===== config.mk =====
export PLATFORM = sky130hd
export DESIGN_NAME = ppm_tx_framer
export DESIGN_NICKNAME = d
export VERILOG_FILES = /design/src/rtl/ppm_tx_pkg.sv /design/src/rtl/ppm_tx_shift.sv /design/src/rtl/ppm_tx_crc.sv /design/src/rtl/ppm_tx_seq.sv /design/src/rtl/ppm_tx_framer.sv
export SDC_FILE = /design/constraint.sdc
export NUM_CORES = 1
export LEC_CHECK = 0
export ABC_AREA = 1
export BUFFER_PORTS_ARGS = -buffer_cell sky130_fd_sc_hd__buf_2
export CORE_ASPECT_RATIO = 0.6
export CORE_MARGIN = 4
export CORE_UTILIZATION = 30
export DETAILED_ROUTE_END_ITERATION = 10
export SYNTH_ARGS = -nofsm -noshare
export SYNTH_HDL_FRONTEND = slang
export SYNTH_SLANG_ARGS = --single-unit
export TNS_END_PERCENT = 1

===== constraint.sdc =====
create_clock -name clk_i -period 2.3 [get_ports clk_i]
set_input_delay 0 -clock clk_i [delete_from_list [all_inputs] [get_ports clk_i]]
set_output_delay 0 -clock clk_i [all_outputs]
set_load 0.01 [all_outputs]

===== src/rtl/ppm_tx_pkg.sv =====
`timescale 1ns/1ps
package ppm_tx_pkg;

  localparam int unsigned UNIT_W    = 16;
  localparam int unsigned LEN_W     = $clog2(UNIT_W + 1);
  localparam int unsigned CRC_W     = 32;
  localparam int unsigned CRC_BYTES = CRC_W / 8;

  typedef enum logic [3:0] {
    ST_IDLE,
    ST_PRE,
    ST_START,
    ST_DATA,
    ST_CRC,
    ST_STOP,
    ST_PULSE_END,
    ST_ABORT,
    ST_PULSE_ABT
  } tx_state_e;

  // one-hot symbol, leftmost chip is the first on the line
  function automatic logic [3:0] ppm_sym(input logic [1:0] pair);
    return 4'b1000 >> pair;
  endfunction

  // least significant pair lands in the first-sent nibble
  function automatic logic [UNIT_W-1:0] ppm_byte(input logic [7:0] b);
    return {ppm_sym(b[1:0]), ppm_sym(b[3:2]), ppm_sym(b[5:4]), ppm_sym(b[7:6])};
  endfunction

  function automatic logic [CRC_W-1:0] crc_step(input logic [CRC_W-1:0] c,
                                                input logic [7:0]       d,
                                                input logic [CRC_W-1:0] poly);
    logic [CRC_W-1:0] r;
    r = c;
    for (int i = 0; i < 8; i++) begin
      if (r[0] ^ d[i]) r = (r >> 1) ^ poly;
      else             r = r >> 1;
    end
    return r;
  endfunction

endpackage


===== src/rtl/ppm_tx_shift.sv =====
`timescale 1ns/1ps
module ppm_tx_shift
  import ppm_tx_pkg::*;
(
  input  logic              clk_i,
  input  logic              rst_ni,
  input  logic              load_i,
  input  logic [UNIT_W-1:0] chips_i,
  input  logic [LEN_W-1:0]  len_i,
  input  logic              pulse_i,
  output logic              req_o,
  output logic              chip_o,
  output logic              pulse_o
);

  logic [UNIT_W-1:0] sh_q;
  logic [LEN_W-1:0]  left_q;
  logic              pulse_q;
  logic              busy;

  assign busy    = (left_q != '0);
  assign req_o   = (left_q <= LEN_W'(1));
  assign chip_o  = busy & sh_q[UNIT_W-1];
  assign pulse_o = busy & pulse_q;

  always_ff @(posedge clk_i or negedge rst_ni) begin
    if (!rst_ni) begin
      sh_q    <= '0;
      left_q  <= '0;
      pulse_q <= 1'b0;
    end else if (load_i) begin
      sh_q    <= chips_i;
      left_q  <= len_i;
      pulse_q <= pulse_i;
    end else if (busy) begin
      sh_q   <= sh_q << 1;
      left_q <= left_q - LEN_W'(1);
      if (left_q == LEN_W'(1)) pulse_q <= 1'b0;
    end
  end

  AST_LOAD_AT_BOUNDARY: assert property (@(posedge clk_i) disable iff (!rst_ni)
    load_i |-> (left_q <= LEN_W'(1)));

  AST_LEN_NONZERO: assert property (@(posedge clk_i) disable iff (!rst_ni)
    load_i |=> busy);

endmodule


===== src/rtl/ppm_tx_crc.sv =====
`timescale 1ns/1ps
module ppm_tx_crc
  import ppm_tx_pkg::*;
#(
  parameter logic [CRC_W-1:0] POLY = 32'hEDB8_8320,
  parameter logic [CRC_W-1:0] INIT = 32'hFFFF_FFFF
) (
  input  logic             clk_i,
  input  logic             rst_ni,
  input  logic             clr_i,
  input  logic             upd_i,
  input  logic [7:0]       byte_i,
  output logic [CRC_W-1:0] fcs_o
);

  logic [CRC_W-1:0] crc_q;

  always_ff @(posedge clk_i or negedge rst_ni) begin
    if (!rst_ni)     crc_q <= INIT;
    else if (clr_i)  crc_q <= INIT;
    else if (upd_i)  crc_q <= crc_step(crc_q, byte_i, POLY);
  end

  assign fcs_o = ~crc_q;

  AST_CRC_HOLD: assert property (@(posedge clk_i) disable iff (!rst_ni)
    (!upd_i && !clr_i) |=> $stable(fcs_o));

  AST_CRC_RESTART: assert property (@(posedge clk_i) disable iff (!rst_ni)
    clr_i |=> (fcs_o == ~INIT));

endmodule


===== src/rtl/ppm_tx_seq.sv =====
`timescale 1ns/1ps
module ppm_tx_seq
  import ppm_tx_pkg::*;
#(
  parameter int unsigned       PRE_MIN   = 16,
  parameter logic [UNIT_W-1:0] PRE_PAT   = 16'h80AA,
  parameter logic [UNIT_W-1:0] START_PAT = 16'h0C0C,
  parameter logic [UNIT_W-1:0] STOP_PAT  = 16'h0CC0,
  parameter int unsigned       ABORT_LEN = 8,
  parameter int unsigned       PULSE_LEN = 4
) (
  input  logic              clk_i,
  input  logic              rst_ni,
  input  logic              req_i,
  input  logic              valid_i,
  input  logic [7:0]        data_i,
  input  logic              sel_i,
  input  logic              clr_i,
  input  logic [CRC_W-1:0]  fcs_i,
  output logic              ready_o,
  output logic              load_o,
  output logic [UNIT_W-1:0] chips_o,
  output logic [LEN_W-1:0]  len_o,
  output logic              pulse_o,
  output logic              crc_upd_o,
  output logic              crc_clr_o,
  output logic              flag_o,
  output logic              irq_o
);

  localparam int unsigned CNT_W =
    ($clog2(PRE_MIN + 1) > 2) ? $clog2(PRE_MIN + 1) : 2;

  tx_state_e        st_q, st_d;
  logic [CNT_W-1:0] cnt_q, cnt_d;
  logic             flag_q, sel_q;
  logic             ur_evt;

  function automatic logic [7:0] fcs_byte(input logic [CRC_W-1:0] f,
                                          input logic [1:0]       k);
    case (k)
      2'd0:    return f[7:0];
      2'd1:    return f[15:8];
      2'd2:    return f[23:16];
      default: return f[31:24];
    endcase
  endfunction

  always_comb begin
    st_d      = st_q;
    cnt_d     = cnt_q;
    load_o    = 1'b0;
    chips_o   = '0;
    len_o     = LEN_W'(UNIT_W);
    pulse_o   = 1'b0;
    ready_o   = 1'b0;
    crc_upd_o = 1'b0;
    crc_clr_o = 1'b0;
    ur_evt    = 1'b0;
    if (req_i) begin
      unique case (st_q)
        ST_IDLE: if (valid_i) begin
          st_d    = ST_PRE;
          cnt_d   = CNT_W'(1);
          load_o  = 1'b1;
          chips_o = PRE_PAT;
        end
        ST_PRE: begin
          load_o = 1'b1;
          if (cnt_q >= CNT_W'(PRE_MIN) && valid_i) begin
            st_d    = ST_START;
            chips_o = START_PAT;
          end else begin
            chips_o = PRE_PAT;
            if (cnt_q < CNT_W'(PRE_MIN)) cnt_d = cnt_q + CNT_W'(1);
          end
        end
        ST_START, ST_DATA: begin
          load_o = 1'b1;
          if (valid_i) begin
            ready_o   = 1'b1;
            crc_upd_o = 1'b1;
            st_d      = ST_DATA;
            chips_o   = ppm_byte(data_i);
          end else begin
            ur_evt = 1'b1;
            if (sel_i) begin
              st_d  = ST_ABORT;
              len_o = LEN_W'(ABORT_LEN);
            end else begin
              st_d    = ST_CRC;
              cnt_d   = '0;
              chips_o = ppm_byte(fcs_byte(fcs_i, 2'd0));
            end
          end
        end
        ST_CRC: begin
          load_o = 1'b1;
          if (cnt_q[1:0] == 2'(CRC_BYTES - 1)) begin
            st_d    = ST_STOP;
            chips_o = STOP_PAT;
          end else begin
            cnt_d   = cnt_q + CNT_W'(1);
            chips_o = ppm_byte(fcs_byte(fcs_i, cnt_q[1:0] + 2'd1));
          end
        end
        ST_STOP: begin
          st_d      = ST_PULSE_END;
          load_o    = 1'b1;
          len_o     = LEN_W'(PULSE_LEN);
          pulse_o   = 1'b1;
          crc_clr_o = 1'b1;
        end
        ST_PULSE_END: st_d = ST_IDLE;
        ST_ABORT: begin
          st_d      = ST_PULSE_ABT;
          load_o    = 1'b1;
          len_o     = LEN_W'(PULSE_LEN);
          pulse_o   = 1'b1;
          crc_clr_o = 1'b1;
        end
        ST_PULSE_ABT: begin
          st_d    = ST_PRE;
          cnt_d   = CNT_W'(1);
          load_o  = 1'b1;
          chips_o = PRE_PAT;
        end
        default: st_d = ST_IDLE;
      endcase
    end
  end

  always_ff @(posedge clk_i or negedge rst_ni) begin
    if (!rst_ni) begin
      st_q   <= ST_IDLE;
      cnt_q  <= '0;
      flag_q <= 1'b0;
      sel_q  <= 1'b0;
    end else begin
      st_q  <= st_d;
      cnt_q <= cnt_d;
      if (req_i)       sel_q  <= sel_i;
      if (ur_evt)      flag_q <= 1'b1;
      else if (clr_i)  flag_q <= 1'b0;
    end
  end

  assign flag_o = flag_q;
  assign irq_o  = flag_q & sel_q;

  AST_READY_WITH_VALID: assert property (@(posedge clk_i) disable iff (!rst_ni)
    ready_o |-> valid_i);

  AST_SINGLE_ACCEPT: assert property (@(posedge clk_i) disable iff (!rst_ni)
    ready_o |=> !ready_o);

  AST_FLAG_SETS: assert property (@(posedge clk_i) disable iff (!rst_ni)
    ur_evt |=> flag_o);

  AST_ABORT_PULSE: assert property (@(posedge clk_i) disable iff (!rst_ni)
    (st_q == ST_ABORT && req_i) |=> (st_q == ST_PULSE_ABT));

  AST_START_AFTER_PRE: assert property (@(posedge clk_i) disable iff (!rst_ni)
    (st_q == ST_START && $past(st_q) != ST_START) |-> $past(st_q) == ST_PRE);

endmodule


===== src/rtl/ppm_tx_framer.sv =====
`timescale 1ns/1ps
module ppm_tx_framer
  import ppm_tx_pkg::*;
#(
  parameter int unsigned       PRE_MIN   = 16,
  parameter logic [UNIT_W-1:0] PRE_PAT   = 16'h80AA,
  parameter logic [UNIT_W-1:0] START_PAT = 16'h0C0C,
  parameter logic [UNIT_W-1:0] STOP_PAT  = 16'h0CC0,
  parameter int unsigned       ABORT_LEN = 8,
  parameter int unsigned       PULSE_LEN = 4,
  parameter logic [CRC_W-1:0]  CRC_POLY  = 32'hEDB8_8320,
  parameter logic [CRC_W-1:0]  CRC_INIT  = 32'hFFFF_FFFF
) (
  input  logic       clk_i,
  input  logic       rst_ni,
  input  logic [7:0] tx_data_i,
  input  logic       tx_valid_i,
  output logic       tx_ready_o,
  input  logic       abort_on_underrun_i,
  input  logic       underrun_clr_i,
  input  logic       loopback_i,
  output logic       line_chip_o,
  output logic       loop_chip_o,
  output logic       frame_pulse_o,
  output logic       underrun_o,
  output logic       irq_o
);

  logic              req, load, pulse_ld, crc_upd, crc_clr, chip;
  logic [UNIT_W-1:0] chips;
  logic [LEN_W-1:0]  len;
  logic [CRC_W-1:0]  fcs;

  ppm_tx_seq #(
    .PRE_MIN  (PRE_MIN),
    .PRE_PAT  (PRE_PAT),
    .START_PAT(START_PAT),
    .STOP_PAT (STOP_PAT),
    .ABORT_LEN(ABORT_LEN),
    .PULSE_LEN(PULSE_LEN)
  ) u_seq (
    .clk_i    (clk_i),
    .rst_ni   (rst_ni),
    .req_i    (req),
    .valid_i  (tx_valid_i),
    .data_i   (tx_data_i),
    .sel_i    (abort_on_underrun_i),
    .clr_i    (underrun_clr_i),
    .fcs_i    (fcs),
    .ready_o  (tx_ready_o),
    .load_o   (load),
    .chips_o  (chips),
    .len_o    (len),
    .pulse_o  (pulse_ld),
    .crc_upd_o(crc_upd),
    .crc_clr_o(crc_clr),
    .flag_o   (underrun_o),
    .irq_o    (irq_o)
  );

  ppm_tx_crc #(
    .POLY(CRC_POLY),
    .INIT(CRC_INIT)
  ) u_crc (
    .clk_i (clk_i),
    .rst_ni(rst_ni),
    .clr_i (crc_clr),
    .upd_i (crc_upd),
    .byte_i(tx_data_i),
    .fcs_o (fcs)
  );

  ppm_tx_shift u_shift (
    .clk_i  (clk_i),
    .rst_ni (rst_ni),
    .load_i (load),
    .chips_i(chips),
    .len_i  (len),
    .pulse_i(pulse_ld),
    .req_o  (req),
    .chip_o (chip),
    .pulse_o(frame_pulse_o)
  );

  assign line_chip_o = chip & ~loopback_i;
  assign loop_chip_o = chip &  loopback_i;

  AST_PULSE_DARK: assert property (@(posedge clk_i) disable iff (!rst_ni)
    frame_pulse_o |-> (!line_chip_o && !loop_chip_o));

endmodule


==> results by group <==
Global routing
  • GRT Util Overall: 17.3%
  • First-pass GRT wire length: 25.4 mm
  • Pin count of the biggest net entering global routing: 39
  • Overflow after GRT: 0
  • Initial antenna violation count: 0
  • Vias in the first global route: 4479

Synthesis
  • Avg Synthesized Cell Area: around 6.8 um^2
  • Mapped cell area: 5040 um^2
  • Compound-Gate Fraction of Synth Area: 11.4%
  • Post-synthesis adder-cell area fraction: approximately 1.7%
  • Seq cells post-synth: 65
  • Post-synth net total: 759
  • Ys Warns: 0
  • Post-synthesis sequential area ratio: 33.1%
  • Post-synthesis xor/xnor area fraction: under 10%
  • Mux contribution to synthesized area: 0%
  • Synth Area in Simple Gates: 36.3%
  • Post-synthesis cell type count: 44
  • Cells after Synth: 738
  • Largest family of logic cells by synthesized area: simple AND/OR/NAND/NOR gates

Drt
  • DRC violations left: 0
  • Via count: 5017
  • DR iter-0 viols: around 660
  • Routed wire length: 16.1 mm
  • WL/cell: 16.1 um
  • Router iterations before antenna repair: 5
  • Vias per cell: a little over 5
  • ANT nets after route: 0

Job
  • Max_cap viols: 0

Placed design
  • Number of port buffers: 19
  • Final RePlAce weighted congestion: 0.940
  • HPWL after DPL: 12.5 mm

Critical path
  • Crit path DAT: roughly 2.1 ns
  • Crit path buf inv count: 4
  • WP data required: between 2 and 2.5 ns
  • CP Launch Type: register
  • CP Cell Sequence: nor2_2, nand2_2, inv_2, nand2_4, nor2_4, buf_4, buf_4, buf_2
  • Delay of the slowest critical-path stage: 0.41 ns
  • CP max FO: 16
  • Crit path kind: reg2out
  • CP Capture Type: output pin
  • Critical-path top delay cell: dfrtp_1
  • Largest delay share family, worst path: buffers and inverters
  • Most common cell on crit path: buf_4

Clocking
  • Clock Path Buffers: 2
  • Clock transition at path regs: 0.06 ns
  • Root Driver: clkbuf_16
  • Worst skew pair latency: 0.34 ns
  • CTS tree: done
  • Clock sink count: 65
  • CTS H-Tree Depth: 3
  • CTS Buf Count: 9

STA
  • Final setup fails: 0
  • Clk_skew: 0.00575 ns
  • RSZ-0062 raised after global routing: false
  • Final hold viol count: 0
  • Slew at the pin closest to its max-slew limit: between 0.7 and 0.8 ns
  • Period utilization: 90.5%
  • Slew Limit Fails: 0
  • Setup TNS: 0 ns
  • Final Critical Period: 2.08 ns
  • Slew HR: 50.4%
  • Fmax: just under 500 MHz

Layout
  • N_diodes: 0
  • Final #Nets: roughly 790
  • Area added between synthesis and finish: 13.9%
  • Share of cells above drive strength 1: 16.6%
  • Filler cells: 1739

Power and ir drop
  • Switching part of the total power: 47.7%
  • Sequential Power Share: ~28%
  • P_sw: 3510 uW
  • Max VDD drop: around 0.38 mV
  • Pwr dens: 1280 nW/um^2
  • Leakage power: 0.00284 uW
  • Power share of the combinational group: a little over half
  • Clk pwr share: between 20% and 30%
  • Total power: 7360 uW
  • Pint: just under 4000 uW

Die
  • Core ar.: approximately 16000 um^2
  • # IOs: 20
  • Die X: roughly 180 um
  • Die area: between 15000 and 20000 um^2
  • Row count: 36
  • Starting Density: 30.8%
  • Die height: approximately 110 um

Min path
  • Min-Delay Path Class: in2reg

Status
  • Status: completed
## metrics by stage
step	std cells	setup slack [ns]	utilization, %	cell area, um^2	hold slack [ns]
2_1_floorplan	738	0.565	-	5040	-0.296
5_1_grt	997	0.0106	35.1	5740	0.129
6_report	997	0.217	35.1	5740	0.103
3_5_place_dp	979	0.175	33.1	5410	0.109
3_3_place_gp	979	0.263	33.1	5410	0.101
4_1_cts	997	0.161	35.1	5740	0.0858
## sequential cells by signal (all words and copies together), names as in the netlist
register	flops
u_crc.crc_q	32
u_seq.cnt_q	5
u_seq.flag_o	1
u_seq.sel_q	1
u_seq.st_q	4
u_shift.left_q	5
u_shift.pulse_q	1
u_shift.sh_q	16
## layout by cell type (no fill, tap or decap), drive strengths merged
master       instances
dfstp               32
a22oi                3
a32oi                2
or2                  8
nand3b               1
a21oi               15
dfrtp               33
clkbuf               9
xor2                32
buf                 31
o21ai               54
nor2                54
nor4                 1
ha                   7
clkinvlp             1
nand4                8
clkinv               5
bufinv               2
xnor2               12
nor3b                2
nor3                11
o21bai               1
o41ai                1
inv                 88
o211ai               1
o22ai               19
dlygate4sd3          2
nand3               85
o31ai                1
nand2              244
a31oi                4
## cell usage after synthesis, drive strengths merged
cell type	n	area, um^2
o211ai	1	7.51
o41ai	1	8.76
nor4	1	6.26
nand2	244	981
xnor2	12	131
xor2	32	307
o31ai	1	7.51
nand3	85	435
a32oi	2	17.5
a21oi	15	75.1
a31oi	4	40.0
buf	15	98.8
a22oi	3	22.5
dfstp	32	841
nor3b	2	15.0
o21bai	1	7.51
dfrtp	33	826
ha	7	87.6
or2	8	50.1
nand4	8	50.1
nand3b	1	7.51
o22ai	19	119
o21ai	54	270
clkbuf	3	12.5
clkinv	1	3.75
inv	88	330
nor2	54	228
nor3	11	55.1
## repair_timing
action                                  CTS  global route
hold buffers                              2             0
resized for setup                         0             1
endpoints found under the setup margin    0             1
setup buffers                             0             0
hold endpoints to repair                  4             0
## metal layers
layer | global-route usage, % | vias to the layer above | routed length [um]
li1 | - | 2439 | -
met1 | 27.9 | 2322 | 8350
met2 | 21.2 | 246 | 5570
met3 | 6.92 | 10 | 2050
met4 | 2.30 | 0 | 82
met5 | 0 | - | 0
## worst paths after layout
| kind | startpoint | to | slack (ns) | cells after the start |
|---|---|---|---|---|
| max | u_seq.st_q[2]$_DFFE_PN0P_ | tx_ready_o | 0.22 | 8 |
| min | tx_data_i[5] | u_shift.sh_q[5]$_DFFE_PN0P_ | 0.10 | 5 |
| max reg2reg | u_seq.cnt_q[0]$_DFFE_PN0P_ | u_shift.sh_q[12]$_DFFE_PN0P_ | 0.23 | 10 |
| min reg2reg | u_shift.sh_q[4]$_DFFE_PN0P_ | u_shift.sh_q[4]$_DFFE_PN0P_ | 0.47 | 2 |
| max in group asynchronous | rst_ni | u_crc.crc_q[20]$_DFFE_PN1P_ | 1.31 | 3 |
| min in group asynchronous | rst_ni | u_seq.cnt_q[2]$_DFFE_PN0P_ | 0.26 | 2 |
## cell type report
class,count,area (um^2),share of cell area [%]
clock buffer,9,225,3.92
clock inverter,7,85.1,1.48
inverter,89,334,5.82
multi-input combinational,566,2930,51.0
sequential,65,1670,29.0
tap,228,285,4.97
timing repair buffer,33,218,3.79
## worst register-to-register path: cells and delay by family, from the launching register on
| kind | cells | cell delay [ns] |
|---|---|---|
| AO/OA/AOI/OAI | 2 | 0.51 |
| buffers and inverters | 3 | 0.49 |
| AND/OR/NAND/NOR | 4 | 0.30 |
| flip-flops | 1 | 0.44 |
| adder cells (fa/ha/maj) | 1 | 0.21 |
## cells by family (layout without fill, tap and decap cells)
family | after synthesis | count (layout)
AO/OA/AOI/OAI | 101 | 101
XOR/XNOR | 44 | 44
adder cells (fa/ha/maj) | 7 | 7
buffers and inverters | 107 | 138
flip-flops | 65 | 65
AND/OR/NAND/NOR | 414 | 414
## power groups by stage
stage | logic [uW] | registers (uW) | clock network (uW)
6_report | 3830 | 2050 | 1480
5_1_grt | 4310 | 2090 | 1560
4_1_cts | 3750 | 2020 | 1500
3_5_place_dp | 3720 | 2040 | 0
3_3_place_gp | 3730 | 2040 | 0
2_1_floorplan | 2900 | 1880 | 0
Power figures use the tool's default switching activity.
